`src/rtl/irqr_pkg.sv`:
```
package irqr_pkg;
  localparam int TMR_CNT = 4;
  localparam int MSG_W = 64;

  typedef logic [TMR_CNT-1:0] tmr_mask_t;

  // Strobes from control to datapath, one bit per timer.
  typedef struct packed {
    tmr_mask_t active;    // channel enabled and global enable set
    tmr_mask_t setSts;    // latch status (level fire)
    tmr_mask_t clrSts;    // clear status
    tmr_mask_t fireEdge;  // one-clock line pulse
    tmr_mask_t fireMsg;   // queue a message write
  } irq_strobe_t;
endpackage

```
`src/rtl/irqr_ctrl.sv`:
```
module irqr_ctrl
  import irqr_pkg::*;
(
  input  logic        clk,
  input  logic        rstN,
  input  tmr_mask_t   fireIn,
  input  logic        globalEn,
  input  tmr_mask_t   tmrEnable,
  input  tmr_mask_t   tmrLevel,
  input  tmr_mask_t   tmrMsgEn,
  input  logic        stsWrEn,
  input  tmr_mask_t   stsWrData,
  output irq_strobe_t strb
);
  tmr_mask_t msgEnQ;

  always_ff @(posedge clk) begin
    if (!rstN) msgEnQ <= '0;
    else       msgEnQ <= tmrMsgEn;
  end

  for (genvar i = 0; i < TMR_CNT; i++) begin : g_tmr
    logic isActive, fireOk, msgRise, wrClr;
    assign isActive = globalEn & tmrEnable[i];
    assign fireOk   = fireIn[i] & isActive;
    assign msgRise  = tmrMsgEn[i] & ~msgEnQ[i];
    assign wrClr    = stsWrEn & stsWrData[i];

    assign strb.active[i]   = isActive;
    assign strb.fireMsg[i]  = fireOk & tmrMsgEn[i];
    assign strb.setSts[i]   = fireOk & ~tmrMsgEn[i] & tmrLevel[i];
    assign strb.fireEdge[i] = fireOk & ~tmrMsgEn[i] & ~tmrLevel[i];
    assign strb.clrSts[i]   = ~isActive | msgRise | wrClr | strb.fireEdge[i];
  end
endmodule

```
`src/rtl/irqr_dpath.sv`:
```
module irqr_dpath
  import irqr_pkg::*;
#(
  parameter int NUM_LINES     = 16,
  parameter int LEGACY_LINE_A = 0,
  parameter int LEGACY_LINE_B = 8,
  localparam int LINE_W = $clog2(NUM_LINES),
  localparam int IDX_W  = (TMR_CNT > 1) ? $clog2(TMR_CNT) : 1
) (
  input  logic                       clk,
  input  logic                       rstN,
  input  irq_strobe_t                strb,
  input  logic                       legacyMode,
  input  tmr_mask_t                  tmrMsgEn,
  input  logic [TMR_CNT*LINE_W-1:0]  tmrRoute,
  input  logic [TMR_CNT*MSG_W-1:0]   msgRoute,
  input  logic                       rtcIrqIn,
  output logic [NUM_LINES-1:0]       irqLines,
  output tmr_mask_t                  statusOut,
  output logic                       msgValid,
  output logic [31:0]                msgAddr,
  output logic [31:0]                msgData
);
  tmr_mask_t stsQ, edgeQ, pendQ, cand, grantOH, srcOn;
  logic [IDX_W-1:0] grantIdx;
  logic [LINE_W-1:0] effRoute [TMR_CNT];

  // status latch and edge pulse
  always_ff @(posedge clk) begin
    if (!rstN) begin
      stsQ  <= '0;
      edgeQ <= '0;
    end else begin
      stsQ  <= (stsQ & ~strb.clrSts) | strb.setSts;
      edgeQ <= strb.fireEdge;
    end
  end
  assign statusOut = stsQ;
  assign srcOn = (stsQ | edgeQ) & ~tmrMsgEn;

  // per-timer effective line
  for (genvar i = 0; i < TMR_CNT; i++) begin : g_route
    if (i == 0) begin : g_leg0
      assign effRoute[i] = legacyMode ? LINE_W'(LEGACY_LINE_A) : tmrRoute[i*LINE_W +: LINE_W];
    end else if (i == 1) begin : g_leg1
      assign effRoute[i] = legacyMode ? LINE_W'(LEGACY_LINE_B) : tmrRoute[i*LINE_W +: LINE_W];
    end else begin : g_norm
      assign effRoute[i] = tmrRoute[i*LINE_W +: LINE_W];
    end
  end

  always_comb begin
    irqLines = '0;
    for (int i = 0; i < TMR_CNT; i++) begin
      if (srcOn[i]) irqLines[effRoute[i]] = 1'b1;
    end
    if (!legacyMode && rtcIrqIn) irqLines[LEGACY_LINE_B] = 1'b1;
  end

  // message queue: lowest index first, one per clock
  assign cand = (pendQ & strb.active) | strb.fireMsg;

  always_comb begin
    logic found;
    found    = 1'b0;
    grantOH  = '0;
    grantIdx = '0;
    for (int i = 0; i < TMR_CNT; i++) begin
      if (cand[i] && !found) begin
        found      = 1'b1;
        grantOH[i] = 1'b1;
        grantIdx   = IDX_W'(i);
      end
    end
  end

  always_ff @(posedge clk) begin
    if (!rstN) begin
      pendQ    <= '0;
      msgValid <= 1'b0;
      msgAddr  <= '0;
      msgData  <= '0;
    end else begin
      pendQ    <= cand & ~grantOH;
      msgValid <= |cand;
      if (|cand) begin
        msgAddr <= msgRoute[grantIdx*MSG_W + 32 +: 32];
        msgData <= msgRoute[grantIdx*MSG_W +: 32];
      end
    end
  end


  msg_grant_chk: assert property (@(posedge clk) disable iff (!rstN)
    $countones(pendQ & strb.active) > 0 |=> msgValid);
endmodule

```
`src/rtl/tmr_irq_router.sv`:
```
module tmr_irq_router
  import irqr_pkg::*;
#(
  parameter int NUM_LINES     = 16,
  parameter int LEGACY_LINE_A = 0,
  parameter int LEGACY_LINE_B = 8,
  localparam int LINE_W = $clog2(NUM_LINES)
) (
  input  logic                      clk,
  input  logic                      rstN,
  input  logic [TMR_CNT-1:0]        fireIn,
  input  logic                      globalEn,
  input  logic                      legacyMode,
  input  logic [TMR_CNT-1:0]        tmrEnable,
  input  logic [TMR_CNT-1:0]        tmrLevel,
  input  logic [TMR_CNT-1:0]        tmrMsgEn,
  input  logic [TMR_CNT*LINE_W-1:0] tmrRoute,
  input  logic [TMR_CNT*MSG_W-1:0]  msgRoute,
  input  logic                      stsWrEn,
  input  logic [TMR_CNT-1:0]        stsWrData,
  input  logic                      rtcIrqIn,
  output logic [NUM_LINES-1:0]      irqLines,
  output logic [TMR_CNT-1:0]        statusOut,
  output logic                      msgValid,
  output logic [31:0]               msgAddr,
  output logic [31:0]               msgData
);
  irq_strobe_t strb;

  irqr_ctrl u_ctrl (
    .clk(clk), .rstN(rstN), .fireIn(fireIn), .globalEn(globalEn),
    .tmrEnable(tmrEnable), .tmrLevel(tmrLevel), .tmrMsgEn(tmrMsgEn),
    .stsWrEn(stsWrEn), .stsWrData(stsWrData), .strb(strb)
  );

  irqr_dpath #(
    .NUM_LINES(NUM_LINES), .LEGACY_LINE_A(LEGACY_LINE_A), .LEGACY_LINE_B(LEGACY_LINE_B)
  ) u_dpath (
    .clk(clk), .rstN(rstN), .strb(strb), .legacyMode(legacyMode),
    .tmrMsgEn(tmrMsgEn), .tmrRoute(tmrRoute), .msgRoute(msgRoute),
    .rtcIrqIn(rtcIrqIn), .irqLines(irqLines), .statusOut(statusOut),
    .msgValid(msgValid), .msgAddr(msgAddr), .msgData(msgData)
  );

  for (genvar i = 0; i < TMR_CNT; i++) begin : g_chk

    disabled_clr_chk: assert property (@(posedge clk) disable iff (!rstN)
      (!globalEn || !tmrEnable[i]) |=> !statusOut[i]);

    w1c_clr_chk: assert property (@(posedge clk) disable iff (!rstN)
      (stsWrEn && stsWrData[i] && !fireIn[i]) |=> !statusOut[i]);

    level_set_chk: assert property (@(posedge clk) disable iff (!rstN)
      $rose(statusOut[i]) |-> $past(fireIn[i] && tmrLevel[i] && !tmrMsgEn[i]));
  end


  rtc_pass_chk: assert property (@(posedge clk) disable iff (!rstN)
    (!legacyMode && rtcIrqIn) |-> irqLines[LEGACY_LINE_B]);
endmodule

```
`config.mk`:
```
export PLATFORM = sky130hd
export DESIGN_NAME = tmr_irq_router
export DESIGN_NICKNAME = d
export VERILOG_FILES = /design/src/rtl/irqr_pkg.sv /design/src/rtl/irqr_ctrl.sv /design/src/rtl/irqr_dpath.sv /design/src/rtl/tmr_irq_router.sv
export SDC_FILE = /design/constraint.sdc
export NUM_CORES = 1
export LEC_CHECK = 0
export ABC_AREA = 1
export BUFFER_PORTS_ARGS = -buffer_cell sky130_fd_sc_hd__buf_4
export CAP_MARGIN = 15
export CELL_PAD_IN_SITES_DETAIL_PLACEMENT = 2
export CELL_PAD_IN_SITES_GLOBAL_PLACEMENT = 2
export CORE_MARGIN = 1.5
export CORE_UTILIZATION = 21
export DETAILED_ROUTE_END_ITERATION = 7
export PLACE_DENSITY_LB_ADDON = 0.1
export SLEW_MARGIN = 30
export SYNTH_ARGS = -nofsm -noshare
export SYNTH_HDL_FRONTEND = slang
export SYNTH_SLANG_ARGS = --single-unit
```
`constraint.sdc`:
```
create_clock -name clk -period 1.85 [get_ports clk]
set_clock_uncertainty 0.1 [all_clocks]
set_input_delay 0 -clock clk [delete_from_list [all_inputs] [get_ports clk]]
set_output_delay 0 -clock clk [all_outputs]
set_load 0.02 [all_outputs]
```
======== Word-level counts from Yosys, hierarchy flattened ========
Index checks and enable logic that the tools add are counted.
operators by class
  add/sub/neg operators ................... 1
  order comparisons ....................... 8
  shift operators ......................... 2
  mux-type cells .......................... 24
  bitwise gates (word level) .............. 73
  reductions and logical operators ........ 13
operator list
  cell                                                                          number
  256-bit by 33-bit indexed part select with 32-bit output                      1
  256-bit by 9-bit indexed part select with 32-bit output                       1
  16-bit 2-to-1 mux                                                             4
  16-bit OR                                                                     3
  1-bit AND                                                                     32
  4-bit by 5-bit less-than comparator with 1-bit output, second input constant  4
  4-bit AND                                                                     4
  1-bit demux with 4-bit select                                                 4
  4-bit by 1-bit >= comparator with 1-bit output, second input constant         4
  1-bit inverter                                                                16
  1-bit 2-to-1 mux                                                              12
  4-bit inverter                                                                3
  1-bit OR                                                                      12
  4-bit OR                                                                      3
  8-bit by 6-bit adder with 9-bit output, second input constant                 1
  1-bit logical AND                                                             8
  4-bit 2-to-1 mux                                                              2
  1-bit zero test                                                               4
  2-bit 2-to-1 mux                                                              2
  4-bit OR reduction                                                            1
storage, ports and cells
  bits in registers ....................... 81
  input bits .............................. 298
  output and inout bits ................... 85
  logic and storage cells ................. 128

======== Longest topological paths before layout ========
  depth in word-level cells ............... 16
  mapped depth ............................ 13
  depth with buffers taken out ............ 11

======== Cells and area by module ========
Synthesis repeated with hierarchy kept, for this count alone.
second synthesis, totals
  cell total of the unflattened synthesis .. 1387
  area, all modules ....................... 7322.0 µm²
modules (own cells, without submodules)
  module      instances  cells each  area an instance (µm²)  sequential area each (µm²)
  irqr_dpath  1          1303        6916.6                  1521.5
  irqr_ctrl   1          84          405.4                   80.1

======== Least setup slack after synthesis ========
Ideal clock, no wire load.
  path type ............................... register to register
  start point ............................. register u_dpath.pendQ[1]
  end point ............................... register u_dpath.msgData[6]
  library setup time ...................... 109 ps
  data arrival time ....................... 1265 ps
  data required time ...................... 1641 ps
  setup slack ............................. 376 ps
  cell stages (with the launch flop) ...... 11
  path buffers ............................ 2
  clock period less this slack ............ 1474 ps
  cells stage by stage .................... dfxtp_1 -> o21ai_4 -> nand2_2 -> nor2_1 -> inv_2 -> buf_6 -> buf_4 -> nor2_1 -> nor2_1 -> nand2_1 -> inv_1
on the way
  word-level cells in the longest chain between the ends .. 11
  elaborated cells between the ends (all ways) .. 14
  those cells by class .................... shift (1); mux (5); bitwise (2); reduce/logical (6)
RTL lines
  item                                                     RTL line          source
  from (decl)                                              irqr_dpath.sv:24  tmr_mask_t stsQ, edgeQ, pendQ, cand, grantOH, srcOn;
  from (signal assigned)                                   irqr_dpath.sv:84  pendQ <= cand & ~grantOH;
  4-bit AND (*)                                            irqr_dpath.sv:61  assign cand = (pendQ & strb.active) | strb.fireMsg;
  4-bit OR (*)                                             irqr_dpath.sv:61
  1-bit logical AND                                        irqr_dpath.sv:69  if (cand[i] && !found) begin
  1-bit 2-to-1 mux                                         irqr_dpath.sv:69
  1-bit zero test                                          irqr_dpath.sv:69
  1-bit logical AND                                        irqr_dpath.sv:69
  1-bit 2-to-1 mux                                         irqr_dpath.sv:69
  1-bit zero test                                          irqr_dpath.sv:69
  1-bit logical AND                                        irqr_dpath.sv:69
  2-bit 2-to-1 mux                                         irqr_dpath.sv:69
  256-bit by 9-bit indexed part select with 32-bit output  irqr_dpath.sv:88  msgData <= msgRoute[grantIdx*MSG_W +: 32];
  to (signal assigned)                                     irqr_dpath.sv:88
  to (decl)                                                irqr_dpath.sv:22  output logic [31:0] msgData
Mark *: on every way between the ends. The rest lies on a longest branch, timed or not.
A chain may end at the register's enable or synchronous reset.

======== Worst setup path after layout ========
  start point ............................. input tmrMsgEn[3]
  end point ............................... register u_dpath.msgAddr[14]
on the way
  word-level cells in the longest chain between the ends .. 6
  elaborated cells between the ends (all ways) .. 7
  those cells by class .................... add/sub (1); shift (1); mux (1); bitwise (2); reduce/logical (2)
RTL lines
  item                                                      RTL line              source
  from (decl)                                               tmr_irq_router.sv:16  input logic [TMR_CNT-1:0] tmrMsgEn,
  1-bit AND (*)                                             irqr_ctrl.sv:30       assign strb.fireMsg[i] = fireOk & tmrMsgEn[i];
  4-bit OR (*)                                              irqr_dpath.sv:61
  1-bit logical AND                                         irqr_dpath.sv:69
  2-bit 2-to-1 mux                                          irqr_dpath.sv:69
  8-bit by 6-bit adder with 9-bit output                    irqr_dpath.sv:87      msgAddr <= msgRoute[grantIdx*MSG_W + 32 +: 32];
  256-bit by 33-bit indexed part select with 32-bit output  irqr_dpath.sv:87
  to (signal assigned)                                      irqr_dpath.sv:87
  to (decl)                                                 irqr_dpath.sv:21      output logic [31:0] msgAddr,
Marks and branches as above.

==> metrics.csv <==
metric,value,unit
Pleak,0.007780,µW
drt total wl,48.32,mm
Die Area,35070,µm²
IO Pins,383,
Worst setup SP type,primary input,
Achievable Freq,0.5514,GHz
Worst VDD drop,0.3581,mV
Worst EP arrival,1960,ps
IO buf count,382,
Crit path largest cell delay,550,ps
min Tclk post-route,1813,ps
Crit Path Class,primary input to register,
H-Tree Depth,3,
Max Cap Violations,0,
Clock Tree Buf Depth,2,
core footprint,33450,µm²
cell taking the most area after synthesis,nand3_1,
Min-Delay Path Class,primary input to register,
Non-Filler Instances,2405,
Synthesis Warnings,0,
placed cells,2118,
Initial Util,21.32,%
grt ovf,0,
Root Buffer,clkbuf_16,
ys flop type,dfxtp_1,
dominant cells by area after synthesis,"nand3_1 23%, dfxtp_1 22%, inv_1 19%",
Util after Layout,41.08,%
CTS clock-pin slew for the worst setup and hold paths,60,ps
sequential share of the synthesized area,22.46,%
filler cell count,3968,
cell family with most CP delay,buffers and inverters,
first-pass GRT wire length,66.90,mm
CTS tree,done,
Slew HR,72.28,%
Clock Sink Count,80,
# setup viols final,0,
setup_tns,0,ps
area grow syn2layout,92.72,%
Final Hold Viols,0,
row cnt,67,
Netlist cell types,27,
RSZ-0062 raised after global routing,true,
Die X,187.3,µm
CTS Buf Count,9,
antenna violations before repair,14,
Slew @ Worst Pin,415.9,ps
fin nets,2237,
Yosys reg bits,80,
crit end category,register,
initial drt markers,357,
Tot GR Track Use,24.19,%
Post-synth EDFFs,0,
pwr/cell area,471.2,nW/µm²
ANT nets after route,0,
Pre-antenna DRT Iters,4,
hpwl dp,27.05,mm
post-synthesis cell area,7131,µm²
Synth top area share,23.16,%
crit-path most repeated cell,nand3_1,
Residual DRC,0,
pin count of the biggest net entering global routing,72,
crit-path cells,dlygate4sd3_1 -> buf_4 -> nand2_2 -> a21oi_4 -> nand2_4 -> nand2_8 -> buf_6 -> clkbuf_16 -> nand3_1 -> nand3_1 -> nand3_1 -> nand2_1 -> inv_1,
Post-synth top cells,"363 x inv_1, 330 x nand3_1, 267 x nand2_1",
Placer Congestion,0.8557,
worst-path fanout max,18,
per-cell routed wire length,20.09,µm
Worst EP required,2000,ps
syn avg cell area,5.313,µm²
Post-Synthesis Cells,1342,
DR vias/cell,4.586,
"count leader, synth",inv_1,
layout cells sized above 1,25.01,%
total number of vias,11030,
Skew-Pair Late Insertion Delay,350,ps
status,completed,
Slowest cell on crit path,dlygate4sd3_1,
fin. max-slew vios,0,
"Async S/R FF share, synth",0,%
Syn Nets,1640,
die height,187.3,µm
vias in the first global route,12130,
CP Buf/Inv Count,5,
part of the cycle the worst path needs,98.02,%
-- worst paths after layout --
| check | startpoint | to | slack [ps] | cells after the start |
|---|---|---|---|---|
| setup / recovery | tmrMsgEn[3] | u_dpath.msgAddr[14] | 40 | 13 |
| hold / removal | msgRoute[208] | u_dpath.msgData[16] | 5 | 7 |
| setup reg to reg | u_dpath.pendQ[1] | u_dpath.msgAddr[17] | 70 | 9 |
| hold reg to reg | u_dpath.statusOut[1] | u_dpath.statusOut[1] | 420 | 2 |
-- sequential cells by signal (all words and copies together), names as in the netlist --
register	flops
u_dpath.msgAddr	32
u_dpath.msgData	32
u_ctrl.msgEnQ	4
u_dpath.edgeQ	4
u_dpath.statusOut	4
u_dpath.pendQ	3
u_dpath.msgValid	1
-- report_power, final --
group / total [µW] / internal [µW] / switching, µW
clock network: 1670 / 892 / 780
logic: 2850 / 1400 / 1460
registers: 1950 / 1870 / 83.3
-- worst register-to-register path, delay by kind of cell, from the launching register on --
kind / cells / cell delay [ps]
and+or+nand+nor: 6 / 740
DFF: 1 / 330
buffers and inverters: 2 / 220
AOI/OAI and AO/OA: 1 / 300
-- per-layer routing --
metal  GRT usage (%)  wire (µm)  vias up
met2           44.71      24670      335
met3           6.173       2693      106
met1           25.72      19040     5356
li1                -          -     5233
met4           10.79       1913        0
met5               0          0        -
-- cell families (layout without fill, tap and decap cells) --
kind of cell           after synthesis  after routing  share of synthesized area (%)
AOI/OAI and AO/OA                   39             39                          3.562
DFF                                 80             80                          22.46
buffers and inverters              447           1046                          26.46
other                                0             14                              0
and+or+nand+nor                    776            778                          47.52
-- area by class of cell --
cell class | instances | area, µm² | share of cell area (%)
clock inverter | 5 | 25.02 | 0.1821
inverter | 369 | 1393 | 10.13
antenna | 14 | 35.03 | 0.2549
clock buffer | 10 | 229.0 | 1.666
multi-input combinational | 817 | 3824 | 27.82
sequential | 80 | 1603 | 11.66
tap | 448 | 560.5 | 4.079
timing repair buffer | 662 | 6073 | 44.20
-- layout by cell type, fill, tap and decap left out, drive strengths merged --
master / instances
a21oi: 12
a22oi: 2
buf: 413
clkbuf: 24
clkinv: 5
dfxtp: 80
diode: 14
dlygate4sd3: 235
inv: 369
nand2: 275
nand3: 330
nand4: 4
nor2: 156
nor3: 10
nor4: 1
o2111ai: 8
o211ai: 2
o21ai: 12
o22ai: 3
or2: 2
-- metrics by stage --
step / cell area, µm² / hold WS (ps) / setup WS (ps) / total power, µW
floorplan: 7131 / -20.69 / 376.4 / 3064
global placement: 10430 / 77.32 / 156.5 / 4095
detailed placement: 10430 / 79.97 / 93.57 / 4144
CTS: 13050 / 0.7142 / 16.31 / 6271
global route: 13740 / 40.28 / -62.67 / 6865
finish: 13740 / 4.978 / 36.54 / 6475
-- repair_timing --
action                                  in CTS  in global routing
hold buffers                               236                  0
pin swaps                                    0                 12
cloned                                       0                 18
endpoints found under the hold margin       79                  0
endpoints found under the setup margin      13                 81
gates resized for setup                      5                 52
buffers inserted                             0                  5
No activity file was read; power rests on OpenSTA's default activity.
